<file path="src/rtl/hsf_pkg.sv">
package hsf_pkg;
  typedef enum logic [3:0] {
    ST_IDLE,
    ST_XUP,
    ST_YUP,
    ST_AUP,
    ST_OUT,
    ST_XDN,
    ST_YDN,
    ST_ADN,
    ST_ODN
  } seq_e;
endpackage

</file>
<file path="src/rtl/hsf_stage.sv">
module hsf_stage #(
  parameter int W            = 8,
  parameter int LAT          = 1,
  parameter bit LOAD_ON_FALL = 1'b0
) (
  input  logic         clk,
  input  logic         rst_n,
  input  logic         req,
  input  logic [W-1:0] d,
  output logic         ack,
  output logic [W-1:0] q
);
  localparam int CW = (LAT > 1) ? $clog2(LAT) : 1;
  localparam logic [CW-1:0] LAST = CW'(LAT - 1);

  logic [CW-1:0] cnt_q, cnt_d;
  logic          ack_d;
  logic          busy, done, load;

  assign busy = req ^ ack;
  assign done = busy && (cnt_q == LAST);

  generate
    if (LOAD_ON_FALL) begin : g_fall
      assign load = done && !req;
      // history only changes on the return-to-zero half
      assert_hist_on_fall_R3: assert property (@(posedge clk) disable iff (!rst_n)
        !$stable(q) |-> !$past(req));
    end else begin : g_rise
      assign load = done && req;
    end
  endgenerate

  always_comb begin
    cnt_d = cnt_q;
    ack_d = ack;
    if (!busy) begin
      cnt_d = '0;
    end else if (done) begin
      cnt_d = '0;
      ack_d = req;
    end else begin
      cnt_d = cnt_q + 1'b1;
    end
  end

  always_ff @(posedge clk or negedge rst_n) begin
    if (!rst_n) begin
      cnt_q <= '0;
      ack   <= 1'b0;
    end else begin
      cnt_q <= cnt_d;
      ack   <= ack_d;
    end
  end

  always_ff @(posedge clk or negedge rst_n) begin
    if (!rst_n) begin
      q <= '0;
    end else if (load) begin
      q <= d;
    end
  end

  // acknowledge only ever copies the request it answered
  assert_ack_follows_R5: assert property (@(posedge clk) disable iff (!rst_n)
    !$stable(ack) |-> (ack == $past(req)));
endmodule

</file>
<file path="src/rtl/hsf_ctrl.sv">
module hsf_ctrl
  import hsf_pkg::*;
(
  input  logic clk,
  input  logic rst_n,
  input  logic in_req,
  input  logic out_ack,
  input  logic ax,
  input  logic ay,
  input  logic aa,
  output logic rx,
  output logic ry,
  output logic ra,
  output logic rout,
  output logic out_load
);
  seq_e st_q, st_d;

  always_comb begin
    st_d = st_q;
    unique case (st_q)
      ST_IDLE: if (in_req)              st_d = ST_XUP;
      ST_XUP:  if (ax)                  st_d = ST_YUP;
      ST_YUP:  if (ay)                  st_d = ST_AUP;
      ST_AUP:  if (aa)                  st_d = ST_OUT;
      ST_OUT:  if (out_ack && !in_req)  st_d = ST_XDN;
      ST_XDN:  if (!ax)                 st_d = ST_YDN;
      ST_YDN:  if (!ay)                 st_d = ST_ADN;
      ST_ADN:  if (!aa)                 st_d = ST_ODN;
      ST_ODN:  if (!out_ack)            st_d = ST_IDLE;
      default:                          st_d = ST_IDLE;
    endcase
  end

  always_ff @(posedge clk or negedge rst_n) begin
    if (!rst_n) begin
      st_q <= ST_IDLE;
      rx   <= 1'b0;
      ry   <= 1'b0;
      ra   <= 1'b0;
      rout <= 1'b0;
    end else begin
      st_q <= st_d;
      rx   <= (st_d inside {ST_XUP, ST_YUP, ST_AUP, ST_OUT});
      ry   <= (st_d inside {ST_YUP, ST_AUP, ST_OUT, ST_XDN});
      ra   <= (st_d inside {ST_AUP, ST_OUT, ST_XDN, ST_YDN});
      rout <= (st_d inside {ST_OUT, ST_XDN, ST_YDN, ST_ADN});
    end
  end

  assign out_load = (st_q == ST_AUP) && aa;

  assert_rise_y_R5: assert property (@(posedge clk) disable iff (!rst_n)
    $rose(ry) |-> $past(rx && ax));
  assert_rise_a_R5: assert property (@(posedge clk) disable iff (!rst_n)
    $rose(ra) |-> $past(ry && ay));
  assert_rise_out_R5: assert property (@(posedge clk) disable iff (!rst_n)
    $rose(rout) |-> $past(ra && aa));
  assert_fall_x_R7: assert property (@(posedge clk) disable iff (!rst_n)
    $fell(rx) |-> $past(!in_req && out_ack));
  assert_fall_y_R7: assert property (@(posedge clk) disable iff (!rst_n)
    $fell(ry) |-> $past(!rx && !ax));
  assert_fall_a_R7: assert property (@(posedge clk) disable iff (!rst_n)
    $fell(ra) |-> $past(!ry && !ay));
  assert_fall_out_R7: assert property (@(posedge clk) disable iff (!rst_n)
    $fell(rout) |-> $past(!ra && !aa));
  assert_no_restart_R9: assert property (@(posedge clk) disable iff (!rst_n)
    $rose(rx) |-> $past(!out_ack));
endmodule

</file>
<file path="src/rtl/hsf_avg_filter.sv">
module hsf_avg_filter #(
  parameter int DATA_W    = 8,
  parameter int ADD_DELAY = 2
) (
  input  logic              clk,
  input  logic              rst_n,
  input  logic              in_req,
  output logic              in_ack,
  input  logic [DATA_W-1:0] in_data,
  output logic              out_req,
  input  logic              out_ack,
  output logic [DATA_W-1:0] out_data
);
  localparam int SUM_W = DATA_W + 1;

  logic [1:0]        rst_pipe;
  logic              rst_n_i;
  logic              rx, ry, ra, rout, out_load;
  logic              ax, ay, aa;
  logic [DATA_W-1:0] x_q, y_q, avg_q;
  logic [SUM_W-1:0]  sum_w;
  logic [DATA_W-1:0] avg_w;

  always_ff @(posedge clk or negedge rst_n) begin
    if (!rst_n) begin
      rst_pipe <= '0;
    end else begin
      rst_pipe <= {rst_pipe[0], 1'b1};
    end
  end
  assign rst_n_i = rst_pipe[1];

  hsf_ctrl u_ctrl (
    .clk      (clk),
    .rst_n    (rst_n_i),
    .in_req   (in_req),
    .out_ack  (out_ack),
    .ax       (ax),
    .ay       (ay),
    .aa       (aa),
    .rx       (rx),
    .ry       (ry),
    .ra       (ra),
    .rout     (rout),
    .out_load (out_load)
  );

  hsf_stage #(.W(DATA_W), .LAT(1), .LOAD_ON_FALL(1'b0)) u_xstage (
    .clk (clk), .rst_n (rst_n_i), .req (rx), .d (in_data), .ack (ax), .q (x_q)
  );

  hsf_stage #(.W(DATA_W), .LAT(1), .LOAD_ON_FALL(1'b1)) u_ystage (
    .clk (clk), .rst_n (rst_n_i), .req (ry), .d (x_q), .ack (ay), .q (y_q)
  );

  assign sum_w = {1'b0, x_q} + {1'b0, y_q};
  assign avg_w = sum_w[SUM_W-1:1];

  hsf_stage #(.W(DATA_W), .LAT(ADD_DELAY), .LOAD_ON_FALL(1'b0)) u_astage (
    .clk (clk), .rst_n (rst_n_i), .req (ra), .d (avg_w), .ack (aa), .q (avg_q)
  );

  always_ff @(posedge clk or negedge rst_n) begin
    if (!rst_n) begin
      out_data <= '0;
    end else if (!rst_n_i) begin
      out_data <= '0;
    end else if (out_load) begin
      out_data <= avg_q;
    end
  end

  assign in_ack  = ax;
  assign out_req = rout;

  assert_out_hold_R8: assert property (@(posedge clk) disable iff (!rst_n_i)
    (out_req && $past(out_req)) |-> $stable(out_data));
  assert_out_idle_R8: assert property (@(posedge clk) disable iff (!rst_n_i)
    (!out_req && !$rose(out_req)) |-> $stable(out_data));
  assert_ack_before_out_R7: assert property (@(posedge clk) disable iff (!rst_n_i)
    $fell(out_req) |-> !in_ack);
endmodule

</file>
<file path="config.mk">
export PLATFORM = sky130hd
export DESIGN_NAME = hsf_avg_filter
export DESIGN_NICKNAME = d
export VERILOG_FILES = /design/src/rtl/hsf_pkg.sv /design/src/rtl/hsf_stage.sv /design/src/rtl/hsf_ctrl.sv /design/src/rtl/hsf_avg_filter.sv
export SDC_FILE = /design/constraint.sdc
export NUM_CORES = 1
export LEC_CHECK = 0
export CAP_MARGIN = 30
export CELL_PAD_IN_SITES_DETAIL_PLACEMENT = 0
export CELL_PAD_IN_SITES_GLOBAL_PLACEMENT = 1
export CORE_AREA = 2 2 78 80
export CTS_CLUSTER_SIZE = 10
export DETAILED_ROUTE_END_ITERATION = 7
export DIE_AREA = 0 0 80 82
export PLACE_DENSITY = 0.77
export SYNTH_ARGS = -nofsm -noshare
export SYNTH_HDL_FRONTEND = slang
export SYNTH_HIERARCHICAL = 1
export SYNTH_SLANG_ARGS = --single-unit
</file>
<file path="constraint.sdc">
create_clock -name clk -period 1.3 [get_ports clk]
set_input_delay 0.13 -clock clk [delete_from_list [all_inputs] [get_ports clk]]
set_output_delay 0.13 -clock clk [all_outputs]
set_load 0.01 [all_outputs]
</file>
-- Word-level counts from Yosys, hierarchy flattened
Index checks and enable logic that the tools add are counted.
- add/subtract/negate cells: 4
- multiply operators: 0
- div/mod/pow operators: 0
- order comparisons: 0
- equal/unequal tests: 16
- shifts and indexed selects: 0
- muxes and demuxes: 18
- bitwise gates (word level): 5
- reductions and logical operators: 18
- operators by type and width (kind ; count):
    2-to-1 mux 4 bit ; 9
    case mux 4 bit (9 select lines) ; 1
    equality test 4 x 3 -> 1 bit (second input constant) ; 8
    equality test 4 x 2 -> 1 bit (second input constant) ; 4
    2-to-1 mux 8 bit ; 2
    nonzero test 4 bit ; 4
    adder 8 x 8 -> 9 bit ; 1
    equality test 4 x 1 -> 1 bit (second input constant) ; 2
    logical AND 1 bit ; 8
    2-to-1 mux 1 bit ; 6
    AND reduction 2 bit ; 3
    equality test 4 bit (second input constant) ; 1
    logical NOT 4 bit ; 1
    adder 1 bit (second input constant) ; 3
    XOR 1 bit ; 3
    logical NOT 1 bit ; 2
    != test 2 x 1 -> 1 bit (second input constant) ; 1
    NOT 1 bit ; 2
- bits in registers: 48
- bits in latches: 0
- RAM bits: 0
- bits in read-only memories: 0
- input bits: 12
- output and inout port bits: 10
- word-level logic and storage cells: 77
- memories kept: 0

-- Logic depth before layout (Yosys ltp)
- depth in word-level cells: 6
- gate-level depth with buffers: 7
- gate-level depth less buffers: 7

-- By module
Netlist, hierarchy kept.
- modules (own cells, without submodules) (module ; instances ; cells an instance ; area an instance (um^2) ; sequential area each (um^2)):
    hsf_stage (u_xstage ...) ; 2 ; 21 ; 374.1 ; 250.2
    hsf_avg_filter ; 1 ; 71 ; 738.2 ; 250.2
    hsf_ctrl ; 1 ; 46 ; 469.2 ; 200.2
    hsf_stage (u_astage) ; 1 ; 22 ; 384.1 ; 250.2

-- Worst setup path before layout
OpenSTA, ideal clock, no wires.
- kind: flip-flop to flip-flop
- start point: register u_xstage.q[4]
- end point: register u_astage.q[6]
- library setup time: 0.125 ns
- data arrival time: 1.639 ns
- data required time: 1.175 ns
- setup slack: -0.464 ns
- stages on the path, launching flop included: 7
- path buffers: 0
- clock period less this slack: 1.764 ns
- path through: dfrtp_1 > ha_1 > a21o_1 > a21o_1 > a221oi_2 > nand2_1 > mux2_2
- cells in the longest elaborated chain, start to end: 1
- RTL lines (what ; line ; text):
    start: declaration ; hsf_stage.sv:11 ; output logic [W-1:0] q
    start signal: assignment ; hsf_stage.sv:59 ; q <= '0;
    start signal: assignment ; hsf_stage.sv:61 ; q <= d;
    adder 8 x 8 -> 9 bit ; hsf_avg_filter.sv:56 ; assign sum_w = {1'b0, x_q} + {1'b0, y_q};
    via sum_w[7] ; hsf_avg_filter.sv:21 ; logic [SUM_W-1:0] sum_w;
    end signal: assignment ; hsf_stage.sv:59 ;
    end signal: assignment ; hsf_stage.sv:61 ;
    end: declaration ; hsf_stage.sv:11 ;
The timed path passes the listed nets, and every way through them passes these cells.
A chain may end at the register's enable or synchronous reset.

-- Worst setup path after layout
- start point: register u_ctrl.st_q[1]
- end point: register u_ctrl.rx
- cells in the longest elaborated chain, start to end: 4
- elaborated cells between the ends (all ways): 24
- classes of those cells: eq/ne (12); mux (10); reduce/logical (2)
- RTL lines (what ; line ; text):
    start: declaration ; hsf_ctrl.sv:17 ; seq_e st_q, st_d;
    start signal: assignment ; hsf_ctrl.sv:43 ; st_q <= st_d;
    equality test 4 bit (tied with other cells) ; hsf_ctrl.sv:21 ; unique case (st_q)
    case mux 4 bit (9 select lines) * ; hsf_ctrl.sv:21 ;
    equality test 4 x 1 -> 1 bit (tied with other cells) ; hsf_ctrl.sv:44 ; rx <= (st_d inside {ST_XUP, ST_YUP, ST_AUP, ST_OUT});
    nonzero test 4 bit * ; hsf_ctrl.sv:44 ;
    end signal: assignment ; hsf_ctrl.sv:44 ;
    end: declaration ; hsf_ctrl.sv:11 ; output logic rx,
Mark *: on every way between the ends. The rest lies on a longest branch, timed or not.

==> reports/metrics.cfg <==
[status]
outcome = complete, but fails checks
violations = setup timing

[clock_network]
clkLatencyLatePin_ns = 0.30
cts_tree = done
cts_hold_buf = 0
numCtsBuffers = 5
clock_sinks = 48
clk_pin_slew_worst_paths_ns = 0.09
h-tree-depth = 2
clockBufferDepth = 2
root_buffer = clkbuf_8

[logic_synthesis]
avgSynthCellArea_um2 = 12.9
synth_edf_count = 0
ys.flop_type = dfrtp_1
seq_area_frac_synth_pct = 51.3
syn_nets = 201
synth_cell_type_count = 50
synthesis.area_um2 = 2340
ys_async_sr_fraction_pct = 100
synth_warnings = 6
ys_ff_latch = 48
synthCells = 181

[floorplanning]
die_w_um = 80
pin_count = 22
fp.coreArea_um2 = 5750
chipHeight_um = 82
initial_core_util_pct = 40.7
num_rows = 28
die-area_um2 = 6560

[drt]
drc = 0
ant_nets = 0
firstDrtPassIters = 4
vias = 1596
wl_per_cell_um = 14.2
via_per_inst = 4.84
drtIter0Drc = 63
drt_wl_total_um = 4680

[cells_and_area]
final_common_cell = dfrtp_1
most-common-layout-cells = dfrtp_1 (43), buf_4 (37), mux2_4 (19)
diodes = 0
fin_nets = 274
fin_util_pct = 59.5
drive_gt1_share_pct = 47.8
area_delta_synth_final_pct = 46.1

[timing]
finalWorstSetupSlack_ns = -0.487
rsz0062_at_grt = yes
setup_viol = 27
period_needed_ns = 1.79
holdWs_ns = 0.118
period_share_pct = 137
slew_viol_final = 0
clock_skew_ns = 0.00625
fmax_ghz = 0.560
final_hold_viol_count = 0

[flow_run]
maxCapViolCount = 0

[critical_path]
reg2reg_slack_ns = -0.49
cp_data_arrival_time_ns = 1.98
regToRegStartpoint = u_ctrl/st_q[1]
required_ns = 1.50
cp-end-kind = flip-flop
cp-start-kind = flip-flop
crit_start = u_ctrl/st_q[1]
reg2reg_to = u_ctrl/rx
path_max_fanout = 4
reg2reg_depth = 5
crit_type = reg -> reg

[placed_design]
globalplace.congestion = 0.806
hpwl_um = 3320
io_buffers = 21

[min_path]
holdCritPathClass = in -> async

[global_route]
grt_first_pass_wirelength_um = 7710
grt_max_degree = 23
track_usage_pct = 15.5
grt_overflow_total = 0
antenna_found_initial = 0
grt_pass1_vias = 1593

[power_and_ir_drop]
fin_total_pwr_w = 0.00941
cellPowerDensity_nw_per_um2 = 2750
p_leak_nw = 1.53
ir_drop_mv = 1.30

-- flip-flops by register name, summed over array words and instances, names as in the netlist --
register	count
u_ystage/cnt_q	1
u_ctrl/ry	1
out_data	8
u_ystage/ack	1
u_ystage/q	8
u_xstage/q	8
u_xstage/cnt_q	1
u_xstage/ack	1
u_astage/ack	1
u_ctrl/ra	1
u_astage/q	8
u_ctrl/st_q	4
u_ctrl/rout	1
rst_pipe	2
u_astage/cnt_q	1
u_ctrl/rx	1
-- worst max-delay path by stage --
stage,cells after the start,endpoint,slack (ns)
floorplan,4,u_ctrl/rx,-0.43
global placement,6,u_astage/q[4],-0.46
detailed placement,6,u_astage/q[4],-0.47
CTS,4,u_ctrl/rx,-0.47
global route,7,u_astage/q[7],-0.54
finish,5,u_ctrl/rx,-0.49
-- cell usage after synthesis (4+ instances only) --
master	n	area [µm²]
nor2_1	4	15.0
ha_1	7	87.6
dfrtp_1	48	1200
a21oi_1	6	30.0
nand2_1	4	15.0
mux2_2	28	315
mux2i_1	10	100
nor2b_1	9	56.3
inv_1	4	15.0
-- routing by layer --
metal,GRT usage [%],part of all wire (%)
met1,21.7,49
met2,23.4,47
met5,0,0
met3,3.52,2.8
met4,6.10,1.7
-- cell families (layout without fill, tap and decap cells) --
family,count (synthesis),count (layout),synth area share (%)
AOI/OAI and AO/OA,24,24,7.49
xor gates and xnor gates,5,5,1.87
adders and majority gates,8,8,4.60
buffers and inverters,9,83,1.66
DFF,48,48,51.3
muxes,40,40,19.4
other,3,3,0.481
and+or+nand+nor,44,44,13.2
-- worst max-delay path: stages (launching register included) --
cell	delay, ns
dfrtp_2	0.45
buf_6	0.13
nand2b_1	0.16
mux4_2	0.49
and2_4	0.17
mux2_4	0.29
-- power by group --
| part | switching, W | internal (W) |
|---|---|---|
| Combinational | 0.00226 | 0.00343 |
| Sequential | 0.000532 | 0.00211 |
| Clock | 0.000505 | 0.000569 |
| Total | 0.00330 | 0.00611 |
-- metrics by stage --
step	instances	setup WS (ns)	TNS [ns]	cell area, µm²
after floorplan	181	-0.432	-2.97	2400
after global placement	317	-0.456	-5.20	3040
after detailed placement	317	-0.474	-5.63	3040
after CTS	328	-0.465	-5.44	3270
after global routing	330	-0.538	-6.88	3420
final	330	-0.487	-5.06	3420
-- layout make-up --
| class | count | area, µm² |
|---|---|---|
| Clock buffer | 5 | 68.8 |
| Clock inverter | 3 | 42.5 |
| Fill cell | 467 | 2330 |
| Inverter | 4 | 15.0 |
| Multi-Input combinational cell | 124 | 1350 |
| Sequential cell | 48 | 1210 |
| Tap cell | 75 | 93.8 |
| Timing Repair Buffer | 71 | 639 |
-- timing repair --
action | CTS | global route
pin swaps | 13 | 15
setup endpoints to repair | 40 | 38
gates cloned | 0 | 0
setup buffers | 3 | 3
resized for setup | 34 | 33
(Power assumes the default switching activity.)
